<file path="config.mk">
export PLATFORM = sky130hd
export DESIGN_NAME = bitop_unit
export DESIGN_NICKNAME = d
export VERILOG_FILES = /design/src/rtl/bitop_pkg.sv /design/src/rtl/bitop_flag_next.sv /design/src/rtl/bitop_wb_gen.sv /design/src/rtl/bitop_flag_reg.sv /design/src/rtl/bitop_res_stage.sv /design/src/rtl/bitop_unit.sv
export SDC_FILE = /design/constraint.sdc
export NUM_CORES = 1
export LEC_CHECK = 0
export BUFFER_PORTS_ARGS = -buffer_cell sky130_fd_sc_hd__buf_2
export CORE_AREA = 2 2 39 41
export CTS_CLUSTER_SIZE = 24
export DETAILED_ROUTE_END_ITERATION = 7
export DIE_AREA = 0 0 41 43
export PLACE_DENSITY = 0.53
export RECOVER_POWER = 50
export SYNTH_ARGS = -nofsm -noshare
export SYNTH_HDL_FRONTEND = slang
export SYNTH_SLANG_ARGS = --single-unit
</file>
<file path="constraint.sdc">
create_clock -name clk -period 1.5 [get_ports clk]
set_input_delay 0.075 -clock clk [delete_from_list [all_inputs] [get_ports clk]]
set_output_delay 0.075 -clock clk [all_outputs]
set_load 0.1 [all_outputs]
</file>
<file path="src/rtl/bitop_pkg.sv">
package bitop_pkg;

  localparam int OP_W = 4;

  typedef enum logic [OP_W-1:0] {
    OP_CAND  = 4'd0,
    OP_CANDN = 4'd1,
    OP_COR   = 4'd2,
    OP_CORN  = 4'd3,
    OP_CXOR  = 4'd4,
    OP_CXORN = 4'd5,
    OP_TST   = 4'd6,
    OP_TSTN  = 4'd7,
    OP_TCLR  = 4'd8,
    OP_TSET  = 4'd9,
    OP_SET   = 4'd10,
    OP_CLR   = 4'd11,
    OP_INV   = 4'd12,
    OP_CMOV  = 4'd13,
    OP_RSV0  = 4'd14,
    OP_RSV1  = 4'd15
  } bop_e;

  typedef struct packed {
    logic c;
    logic z;
  } flags_t;

  typedef struct packed {
    logic wr_en;
    logic wr_bit;
  } wb_t;

endpackage

</file>
<file path="src/rtl/bitop_flag_next.sv">
module bitop_flag_next
  import bitop_pkg::*;
(
  input  bop_e   op,
  input  logic   bit_v,
  input  flags_t cur,
  output flags_t nxt
);
  logic operand;

  // Inverted-operand variants use the odd codes of the accumulate group.
  assign operand = op[0] ? ~bit_v : bit_v;

  always_comb begin
    nxt = cur;
    unique case (op)
      OP_CAND, OP_CANDN: nxt.c = cur.c & operand;
      OP_COR,  OP_CORN:  nxt.c = cur.c | operand;
      OP_CXOR, OP_CXORN: nxt.c = cur.c ^ operand;
      OP_TST, OP_TCLR, OP_TSET: begin
        nxt.z = ~bit_v;
        nxt.c = bit_v;
      end
      OP_TSTN: begin
        nxt.z = ~bit_v;
        nxt.c = ~bit_v;
      end
      default: nxt = cur;
    endcase
  end
endmodule

</file>
<file path="src/rtl/bitop_wb_gen.sv">
module bitop_wb_gen
  import bitop_pkg::*;
(
  input  bop_e op,
  input  logic bit_v,
  input  logic cond,
  output wb_t  wb
);
  always_comb begin
    wb = '0;
    unique case (op)
      OP_TCLR, OP_CLR: wb = '{wr_en: 1'b1, wr_bit: 1'b0};
      OP_TSET, OP_SET: wb = '{wr_en: 1'b1, wr_bit: 1'b1};
      OP_INV:          wb = '{wr_en: 1'b1, wr_bit: ~bit_v};
      OP_CMOV:         wb = '{wr_en: 1'b1, wr_bit: cond};
      default:         wb = '0;
    endcase
  end
endmodule

</file>
<file path="src/rtl/bitop_flag_reg.sv">
module bitop_flag_reg
  import bitop_pkg::*;
(
  input  logic   clk,
  input  logic   rst_n,
  input  logic   load,
  input  flags_t nxt,
  output flags_t q
);
  always_ff @(posedge clk or negedge rst_n) begin
    if (!rst_n)    q <= '0;
    else if (load) q <= nxt;
  end

  AST_FLAGS_HOLD: assert property (@(posedge clk) disable iff (!rst_n)
    !load |=> $stable(q));
endmodule

</file>
<file path="src/rtl/bitop_res_stage.sv">
module bitop_res_stage
  import bitop_pkg::*;
(
  input  logic clk,
  input  logic rst_n,
  input  logic load,
  input  wb_t  din,
  input  logic out_ready,
  output logic out_valid,
  output wb_t  dout
);
  always_ff @(posedge clk or negedge rst_n) begin
    if (!rst_n) begin
      out_valid <= 1'b0;
      dout      <= '0;
    end else if (load) begin
      out_valid <= 1'b1;
      dout      <= din;
    end else if (out_ready) begin
      out_valid <= 1'b0;
    end
  end

  AST_STALL_HOLD: assert property (@(posedge clk) disable iff (!rst_n)
    out_valid && !out_ready |=> out_valid && $stable(dout));
endmodule

</file>
<file path="src/rtl/bitop_unit.sv">
module bitop_unit
  import bitop_pkg::*;
#(
  parameter int OPW = bitop_pkg::OP_W
) (
  input  logic           clk,
  input  logic           rst_n,
  input  logic           in_valid,
  output logic           in_ready,
  input  logic [OPW-1:0] in_op,
  input  logic           in_bit,
  input  logic           in_cond,
  output logic           res_valid,
  input  logic           res_ready,
  output logic           res_wr_en,
  output logic           res_wr_bit,
  output logic           flag_c,
  output logic           flag_z
);
  localparam logic [OPW-1:0] LAST_ACC = OPW'(5);
  localparam logic [OPW-1:0] LAST_TST = OPW'(7);
  localparam logic [OPW-1:0] FIRST_RSV = OPW'(14);

  bop_e   op;
  flags_t flags_q, flags_d;
  wb_t    wb_d, wb_q;
  logic   accept;

  assign op       = bop_e'(in_op);
  assign in_ready = !res_valid || res_ready;
  assign accept   = in_valid && in_ready;

  bitop_flag_next u_fnext (
    .op(op), .bit_v(in_bit), .cur(flags_q), .nxt(flags_d)
  );

  bitop_wb_gen u_wbgen (
    .op(op), .bit_v(in_bit), .cond(in_cond), .wb(wb_d)
  );

  bitop_flag_reg u_freg (
    .clk(clk), .rst_n(rst_n), .load(accept), .nxt(flags_d), .q(flags_q)
  );

  bitop_res_stage u_res (
    .clk(clk), .rst_n(rst_n), .load(accept), .din(wb_d),
    .out_ready(res_ready), .out_valid(res_valid), .dout(wb_q)
  );

  assign flag_c     = flags_q.c;
  assign flag_z     = flags_q.z;
  assign res_wr_en  = wb_q.wr_en;
  assign res_wr_bit = wb_q.wr_bit;

  AST_ACC_KEEPS_Z: assert property (@(posedge clk) disable iff (!rst_n)
    accept && in_op <= LAST_ACC |=> flag_z == $past(flag_z) && !res_wr_en);
  AST_AND_INTO_C: assert property (@(posedge clk) disable iff (!rst_n)
    accept && in_op == OPW'(OP_CAND) |=> flag_c == ($past(flag_c) & $past(in_bit)));
  AST_XORN_INTO_C: assert property (@(posedge clk) disable iff (!rst_n)
    accept && in_op == OPW'(OP_CXORN) |=> flag_c == ($past(flag_c) ^ !$past(in_bit)));
  AST_TEST_FLAGS: assert property (@(posedge clk) disable iff (!rst_n)
    accept && in_op == OPW'(OP_TST) |=> flag_z == !$past(in_bit) && flag_c == $past(in_bit));
  AST_TEST_NOWRITE: assert property (@(posedge clk) disable iff (!rst_n)
    accept && in_op > LAST_ACC && in_op <= LAST_TST |=> res_valid && !res_wr_en);
  AST_TCLR_EFFECT: assert property (@(posedge clk) disable iff (!rst_n)
    accept && in_op == OPW'(OP_TCLR) |=> res_wr_en && !res_wr_bit && flag_c == $past(in_bit));
  AST_CMOV_EFFECT: assert property (@(posedge clk) disable iff (!rst_n)
    accept && in_op == OPW'(OP_CMOV) |=> res_wr_en && res_wr_bit == $past(in_cond)
      && $stable({flag_c, flag_z}));
  AST_RSV_INERT: assert property (@(posedge clk) disable iff (!rst_n)
    accept && in_op >= FIRST_RSV |=> res_valid && !res_wr_en && $stable({flag_c, flag_z}));
endmodule

</file>
Word-level counts from Yosys, hierarchy flattened. Index checks and enable logic that the tools add are counted.

Memory bits (writable): 0. Output and inout bits: 6. Logic and storage cells: 42. Memory bits (read-only): 0. Input bits: 10. Memories: 0. Latch bits: 0. Flip-flop bits (word level): 5.

Bitwise logic cells: 4. Divide/modulo/power cells: 0. Reductions and logical operators: 15. $lt $le $gt $ge: 0. Equality and inequality tests: 13. Shifts and indexed selects: 0. Add/sub/neg operators: 0. Mux-type cells: 5. Multipliers: 0.

Operators by type and width (count): $eq 4x4->1 const B (6); $eq 4x3->1 const B (4); $reduce_or 2->1 (5); $eq 4x2->1 const B (2); $pmux 2 s4 (1); $pmux 1 s5 (1); $reduce_bool 5->1 (1); $eq 4x1->1 const B (1); $logic_not 4->1 (1); $reduce_and 2->1 (2); $reduce_or 4->1 (1); $mux 1 (3); $reduce_or 3->1 (1); $reduce_bool 2->1 (1); $and 1x1->1 (1); $logic_and 1x1->1 (1); $logic_not 1->1 (1); $logic_or 1x1->1 (1); $not 1->1 (1); $or 1x1->1 (1); $xor 1x1->1 (1).

Logic depth before layout (Yosys ltp). Gate-level depths: netlist (run 1).

Depth after elaboration: 4. Depth in mapped cells: 7. Depth with buffers taken out: 7.

Hierarchy. A second synthesis (run 1) with hierarchy kept.

Cell total of the unflattened synthesis: 41. Area total of the unflattened synthesis: 411.6 um^2.

Modules (own cells, without submodules): bitop_flag_next (sequential area each 0.0 um^2, cells each 21, area each 155.1 um^2, times used 1); bitop_res_stage (sequential area each 75.1 um^2, cells each 7, area each 110.1 um^2, times used 1); bitop_flag_reg (sequential area each 50.0 um^2, cells each 4, area each 72.6 um^2, times used 1); bitop_wb_gen (sequential area each 0.0 um^2, cells each 7, area each 51.3 um^2, times used 1); bitop_unit (sequential area each 0.0 um^2, cells each 2, area each 22.5 um^2, times used 1).

Least setup slack after synthesis (run 1). No wires, ideal clock.

Path kind: flip-flop to flip-flop. Start: register u_res.out_valid. End: register u_freg.q[1] (netlist bit). Library setup time: 0.148 ns. Path buffers: 0. Path slack: -1.056 ns. Cell stages (with the launch flop): 5. Period minus slack after synthesis: 2.556 ns. Arrival time: 2.408 ns. Data required time: 1.352 ns. Cells stage by stage: dfrtp_1 -> nand2b_1 -> and2_1 -> a21oi_1 -> a41oi_1.

Longest elaborated chain between the ends: 4.

RTL lines: from (decl) (RTL line bitop_res_stage.sv:9) `output logic out_valid,`; from (signal assigned) (RTL line bitop_res_stage.sv:14) `out_valid <= 1'b0;`; from (signal assigned) (RTL line bitop_res_stage.sv:17) `out_valid <= 1'b1;`; from (signal assigned) (RTL line bitop_res_stage.sv:20) `out_valid <= 1'b0;`; $logic_not 1->1 (RTL line bitop_unit.sv:30) `assign in_ready = !res_valid || res_ready;`; $logic_or 1x1->1 (RTL line bitop_unit.sv:30); net in_ready (RTL line bitop_unit.sv:9) `output logic in_ready,`; $logic_and 1x1->1 (RTL line bitop_unit.sv:31) `assign accept = in_valid && in_ready;`; $reduce_and 2->1 (no line); to (signal assigned) (RTL line bitop_flag_reg.sv:12) `else if (load) q <= nxt;`; to (decl) (RTL line bitop_flag_reg.sv:8) `output flags_t q`.

The timed path passes the listed nets, and every way through them passes these cells. A chain may end at the register's enable or synchronous reset.

Worst setup path in the final report (run 1).
Start: register u_freg.q[1] (netlist bit). End: register u_freg.q[1] (netlist bit).

Longest elaborated chain between the ends: 2. Elaborated cells on any way between the ends: 4. Those cells by class: mux (1); bitwise (3).

RTL lines: $xor 1x1->1, or another cell as far along (RTL line bitop_flag_next.sv:19) `OP_CXOR, OP_CXORN: nxt.c = cur.c ^ operand;`; $pmux 1 s5 (*) (RTL line bitop_flag_next.sv:16) `unique case (op)`.

Every way passes the cells marked *; elsewhere a longest branch is shown, timed or not.

==> flow_summary.toml, run 1 <==
[clock_network]
post_cts_buffers = 0
cts.clk_slew.worst_paths_ns = 0.04
clock_sinks = 5
clock_path_buffers = 2
clk_latency_ns = 0.23
htreeDepth = 1
cts_inserted_buffers = 3
root_buffer = "clkbuf_4"
tritoncts = "built"

[global_route]
grt_start_max_net_pins = 10
grt_pass1_wl_mm = 1.33
grt_usage_pct = 11.3
antenna_found_initial = 0
grt_pass1_vias = 343
grt-ovfl-total = 0

[sta]
max_freq_mhz = 694
fin_skew_ns = 0.000138
timing.setup.tns_ns = 0
tightestPinTransition_ns = 0.487
rsz0062_at_grt = "true"
finalMaxSlewViolations = 0
finalSetupViolCount = 0
min_period_ns = 1.44
finalHoldViolations = 0
slew_headroom_pct = 67.8
fin_crit_sh_pct = 96.1

[place]
placed_area_um2 = 477
dp_hpwl_um = 608
port_buffers = 15
place_congestion = 0.703

[detailed_routing]
via_per_inst = 4.78
vias = 373
drc = 0
postRouteAntennaNets = 0
routed_wl_um = 814
wl_per_cell_um = 10.4
initialDrtViolationCount = 1
first_pass_iters = 4

[finish]
drive_gt1_share_pct = 41.9
n_antenna_cell = 0
nFillCells = 153
multi_input_area_um2 = 238
area_delta_synth_final_pct = 46.7
final_net_count = 75
design_area_um2 = 523
final-seq-area_um2 = 133

[critical_path]
crit_chain = "inv_2 -> ha_2 -> or3b_1 -> a21oi_2 -> nor3_2 -> a41oi_2"
slowest_delay_ns = 0.41
arrival_ns = 1.59
cp_slowest_cell = "dfrtp_4"
endpoint_kind = "flip-flop"
critPathLaunchType = "flip-flop"
cp.required_ns = 1.65
crit_fanout = 2
path_class = "reg2reg"

[yosys]
mappedNetlistArea_um2 = 357
synth_flop_cell = "dfrtp_1"
synth.most_common_cell = "dfrtp_1"
yosysUniqueCellTypes = 24
synth_top_area_share_pct = 35.1
synthArstFlopShare_pct = 100
synth_edf_count = 0
synth_nets = 53
synth-seq-cells = 5
seq_area_frac_synth_pct = 35.1
synth_common_cells = "5 x dfrtp_1, 4 x a21oi_1, 4 x nand2_1"
syn_inst = 41
synthTopCellsByArea = "dfrtp_1 35%, ha_1 7.0%, a21oi_1 5.6%"
postSynthAreaPerCell_um2 = 8.70
yosys_warnings = 0
synth_top_area_cell = "dfrtp_1"

[die]
die_h_um = 43
dieArea_um2 = 1760
initial_core_util_pct = 25.8
io_pins = 16
core_um2 = 1380
rows = 14
die_x_um = 41

[power_and_ir_drop]
vdd_drop_max_mv = 0.314
powerDensity_nw_per_um2 = 1230
finalPower_w = 0.000646
p_leak_nw = 0.231

[hold_path]
hold_class = "in2reg"

[run]
maxCapViolCount = 0

[status]
outcome = "finished clean"
per-layer routing:
layer	routed length (um)	global-route usage (%)
met5	0	0
met4	0	8.00
met3	29	3.14
met2	422	15.6
met1	362	14.5
stage by stage:
step	hold slack [ns]	cells	utilization (%)	setup slack, ns
3_5_place_dp	-0.108	73	34.4	0.0423
5_1_grt	0.0889	78	37.8	-0.00956
2_1_floorplan	-0.221	41	-	-0.103
6_report	0.0637	78	37.8	0.0583
3_3_place_gp	-0.108	73	34.4	0.0458
4_1_cts	0.0580	78	37.1	0.0377
flip-flops by register name (all words and copies together) (netlist names):
signal	count
u_freg.q	2
u_res.dout	2
u_res.out_valid	1
power by group:
part	switching (W)	total, W	internal, W
Sequential	0.0000129	0.000175	0.000162
Combinational	0.000244	0.000320	0.0000760
Clock	0.0000500	0.000150	0.000100
Total	0.000307	0.000646	0.000338
cells in the final DEF (no fill, tap or decap), drive strengths merged:
cell	instances
o21bai	1
xor2	1
a31oi	1
o21ai	3
dfrtp	5
or3	1
and3	1
a22o	1
nor3	2
buf	16
nor4b	1
nand2	4
or3b	1
inv	2
clkbuf	5
and2	1
a21oi	4
nor3b	2
a21boi	1
nand2b	2
a41oi	1
xnor2	1
dlygate4sd3	1
o22ai	1
nand3b	1
ha	2
cells by family after synthesis:
logic type | count (synthesis) | share of synthesized area [%]
simple gates | 16 | 27.0
buf+inv | 3 | 3.51
compound gates | 13 | 22.5
flops | 5 | 35.1
xor+xnor | 2 | 4.91
fa+ha+maj | 2 | 7.02
final cells by class:
type | count | share of cell area [%]
well taps | 16 | 3.83
multi-input cells | 33 | 45.5
flip-flops and latches | 5 | 25.4
repair buffers | 18 | 18.9
inverters | 2 | 1.44
clock buffers | 4 | 5.02
critical path: cells and delay by family (launching register included):
family                     cells  cell delay [ns]
AOI/OAI and AO/OA              2             0.33
buffers and inverters          1             0.03
adders and majority gates      1             0.14
DFF                            1             0.41
and+or+nand+nor                2             0.44
path summary, 6_finish.rpt:
| check | start | to | slack (ns) | cells after the start |
|---|---|---|---|---|
| worst max-delay path | u_freg.q[1] | u_freg.q[1] | 0.06 | 6 |
| worst min-delay path | in_valid | u_res.out_valid | 0.06 | 2 |
| worst max register to register | u_freg.q[1] | u_freg.q[1] | 0.06 | 6 |
| worst min register to register | u_res.dout[1] | u_res.dout[1] | 0.49 | 2 |
| max in group asynchronous | rst_n | u_freg.q[1] | 1.06 | 2 |
| min in group asynchronous | rst_n | u_res.dout[1] | 0.22 | 2 |
what timing repair did:
item                       4_1_cts  5_1_grt
hold endpoints to repair         5        0
setup endpoints to repair        0        1
hold buffers                     1        0
resized for setup                0        4
(Power assumes the default switching activity.)
==> run 2: changes to the inputs <==
RECOVER_POWER = 25   (was 50)
==> flow_summary.toml, run 2 (synthesized netlist as in run 1, its figures left out) <==
[clock_network]
cts.clk_slew.worst_paths_ns = 0.04
tritoncts = "built"
clock_sinks = 5
cts_inserted_buffers = 3
htreeDepth = 1
clock_path_buffers = 2
root_buffer = "clkbuf_4"
clk_latency_ns = 0.23

[die]
io_pins = 16
core_um2 = 1380
die_x_um = 41
dieArea_um2 = 1760
rows = 14
die_h_um = 43
initial_core_util_pct = 25.8

[place]
place_congestion = 0.703
port_buffers = 15
dp_slack_ns = 0.0423
dp_hpwl_um = 608
placed_area_um2 = 477

[power_and_ir_drop]
sequentialPowerShare_pct = 27.1
vdd_drop_max_mv = 0.317
clock_power_share_pct = 23.2
p_leak_nw = 0.237
finalPower_w = 0.000649
combPwrFrac_pct = 49.7
powerDensity_nw_per_um2 = 1220
intPower_w = 0.000340
switching_share_pct = 47.5
p_sw_w = 0.000308

[finish]
final_net_count = 75
n_antenna_cell = 0
final_common_cell = "buf_2"
drive_gt1_share_pct = 43.5
design_area_um2 = 531
multi_input_area_um2 = 245
top_regs = "u_freg.q: 2 flops, u_res.dout: 2 flops, u_res.out_valid: 1 flops"
area_delta_synth_final_pct = 48.8
nFillCells = 152
final_cell_mix = "14 x buf_2, 4 x nand2_1"
final-seq-area_um2 = 133

[detailed_routing]
first_pass_iters = 4
routed_wl_um = 818
postRouteAntennaNets = 0
drc = 0
wirelength_met1_um = 365
initialDrtViolationCount = 1
via_per_inst = 4.78
wl_per_cell_um = 10.5
top_layer = "met3"
wl_met3_um = 29
vias = 373
wl_met2_um = 423

[sta]
slew_headroom_pct = 67.8
rsz0062_at_grt = "true"
finalSetupViolCount = 0
fin_crit_sh_pct = 96.1
tightestPinTransition_ns = 0.487
fin_ws_ns = 0.0583
fin_skew_ns = 0.000138
finalHoldViolations = 0
finalMaxSlewViolations = 0
min_period_ns = 1.44
max_freq_mhz = 694

[critical_path]
crit_family = "simple AND/OR/NAND/NOR gates"
cp.required_ns = 1.65
path_buf_inv = 1
crit_chain = "inv_2 -> ha_2 -> or3b_1 -> a21oi_2 -> nor3_2 -> a41oi_2"
path_class = "reg2reg"
slowest_delay_ns = 0.41
arrival_ns = 1.59
endpoint_kind = "flip-flop"
critPathLaunchType = "flip-flop"
crit_fanout = 2
cp_slowest_cell = "dfrtp_4"

[global_route]
grt_start_max_net_pins = 10
grt_pass1_wl_mm = 1.33
antenna_found_initial = 0
grt_pass1_vias = 343
grt_usage_pct = 11.3
grt-ovfl-total = 0

[run]
maxCapViolCount = 0

[hold_path]
hold_class = "in2reg"

[status]
outcome = "finished clean"
run 2: worst paths after layout:
kind,endpoint,cells past startpoint,from,slack [ns]
setup / recovery,u_freg.q[1],6,u_freg.q[1],0.06
hold / removal,u_res.out_valid,2,in_valid,0.06
setup reg to reg,u_freg.q[1],6,u_freg.q[1],0.06
hold reg to reg,u_res.dout[1],2,u_res.dout[1],0.49
max in group asynchronous,u_freg.q[1],2,rst_n,1.06
min in group asynchronous,u_res.dout[1],2,rst_n,0.22
run 2: per-stage QoR:
step	hold slack, ns	setup TNS, ns	utilization, %	std cells
floorplan	-0.221	-0.103	-	41
global placement	-0.108	0	34.4	73
detailed placement	-0.108	0	34.4	73
CTS	0.0580	0	37.1	78
global route	0.0889	-0.00956	38.3	78
finish	0.0637	0	38.3	78
run 2: final cells by class:
class / instances / area share [%]
Clock buffer: 4 / 4.95
Sequential cell: 5 / 25.0
Multi-Input combinational cell: 33 / 46.2
Tap cell: 16 / 3.77
Inverter: 2 / 1.42
Timing Repair Buffer: 18 / 18.6
run 2: layer usage:
metal | GRT usage, % | up-vias
li1 | - | 191
met1 | 14.5 | 173
met2 | 15.6 | 9
met3 | 3.14 | 0
met4 | 8.00 | 0
met5 | 0 | -
run 2: power groups by stage:
stage | Clock [W] | Sequential [W] | Combinational (W)
CTS | 0.000156 | 0.000177 | 0.000313
finish | 0.000150 | 0.000176 | 0.000322
detailed placement | 0 | 0.000178 | 0.000310
global route | 0.000167 | 0.000180 | 0.000344
floorplan | 0 | 0.000338 | 0.0000807
global placement | 0 | 0.000177 | 0.000313
run 2: what timing repair did:
item,in CTS,in global routing
hold buffers,1,0
hold endpoints to repair,5,0
gates resized for setup,0,4
setup buffers,0,0
endpoints found under the setup margin,0,1
run 2: worst register-to-register path, delay by kind of cell, from the launching register on:
kind	cells	cell delay (ns)
flops	1	0.41
compound gates	2	0.33
fa+ha+maj	1	0.15
buf+inv	1	0.03
simple gates	2	0.44
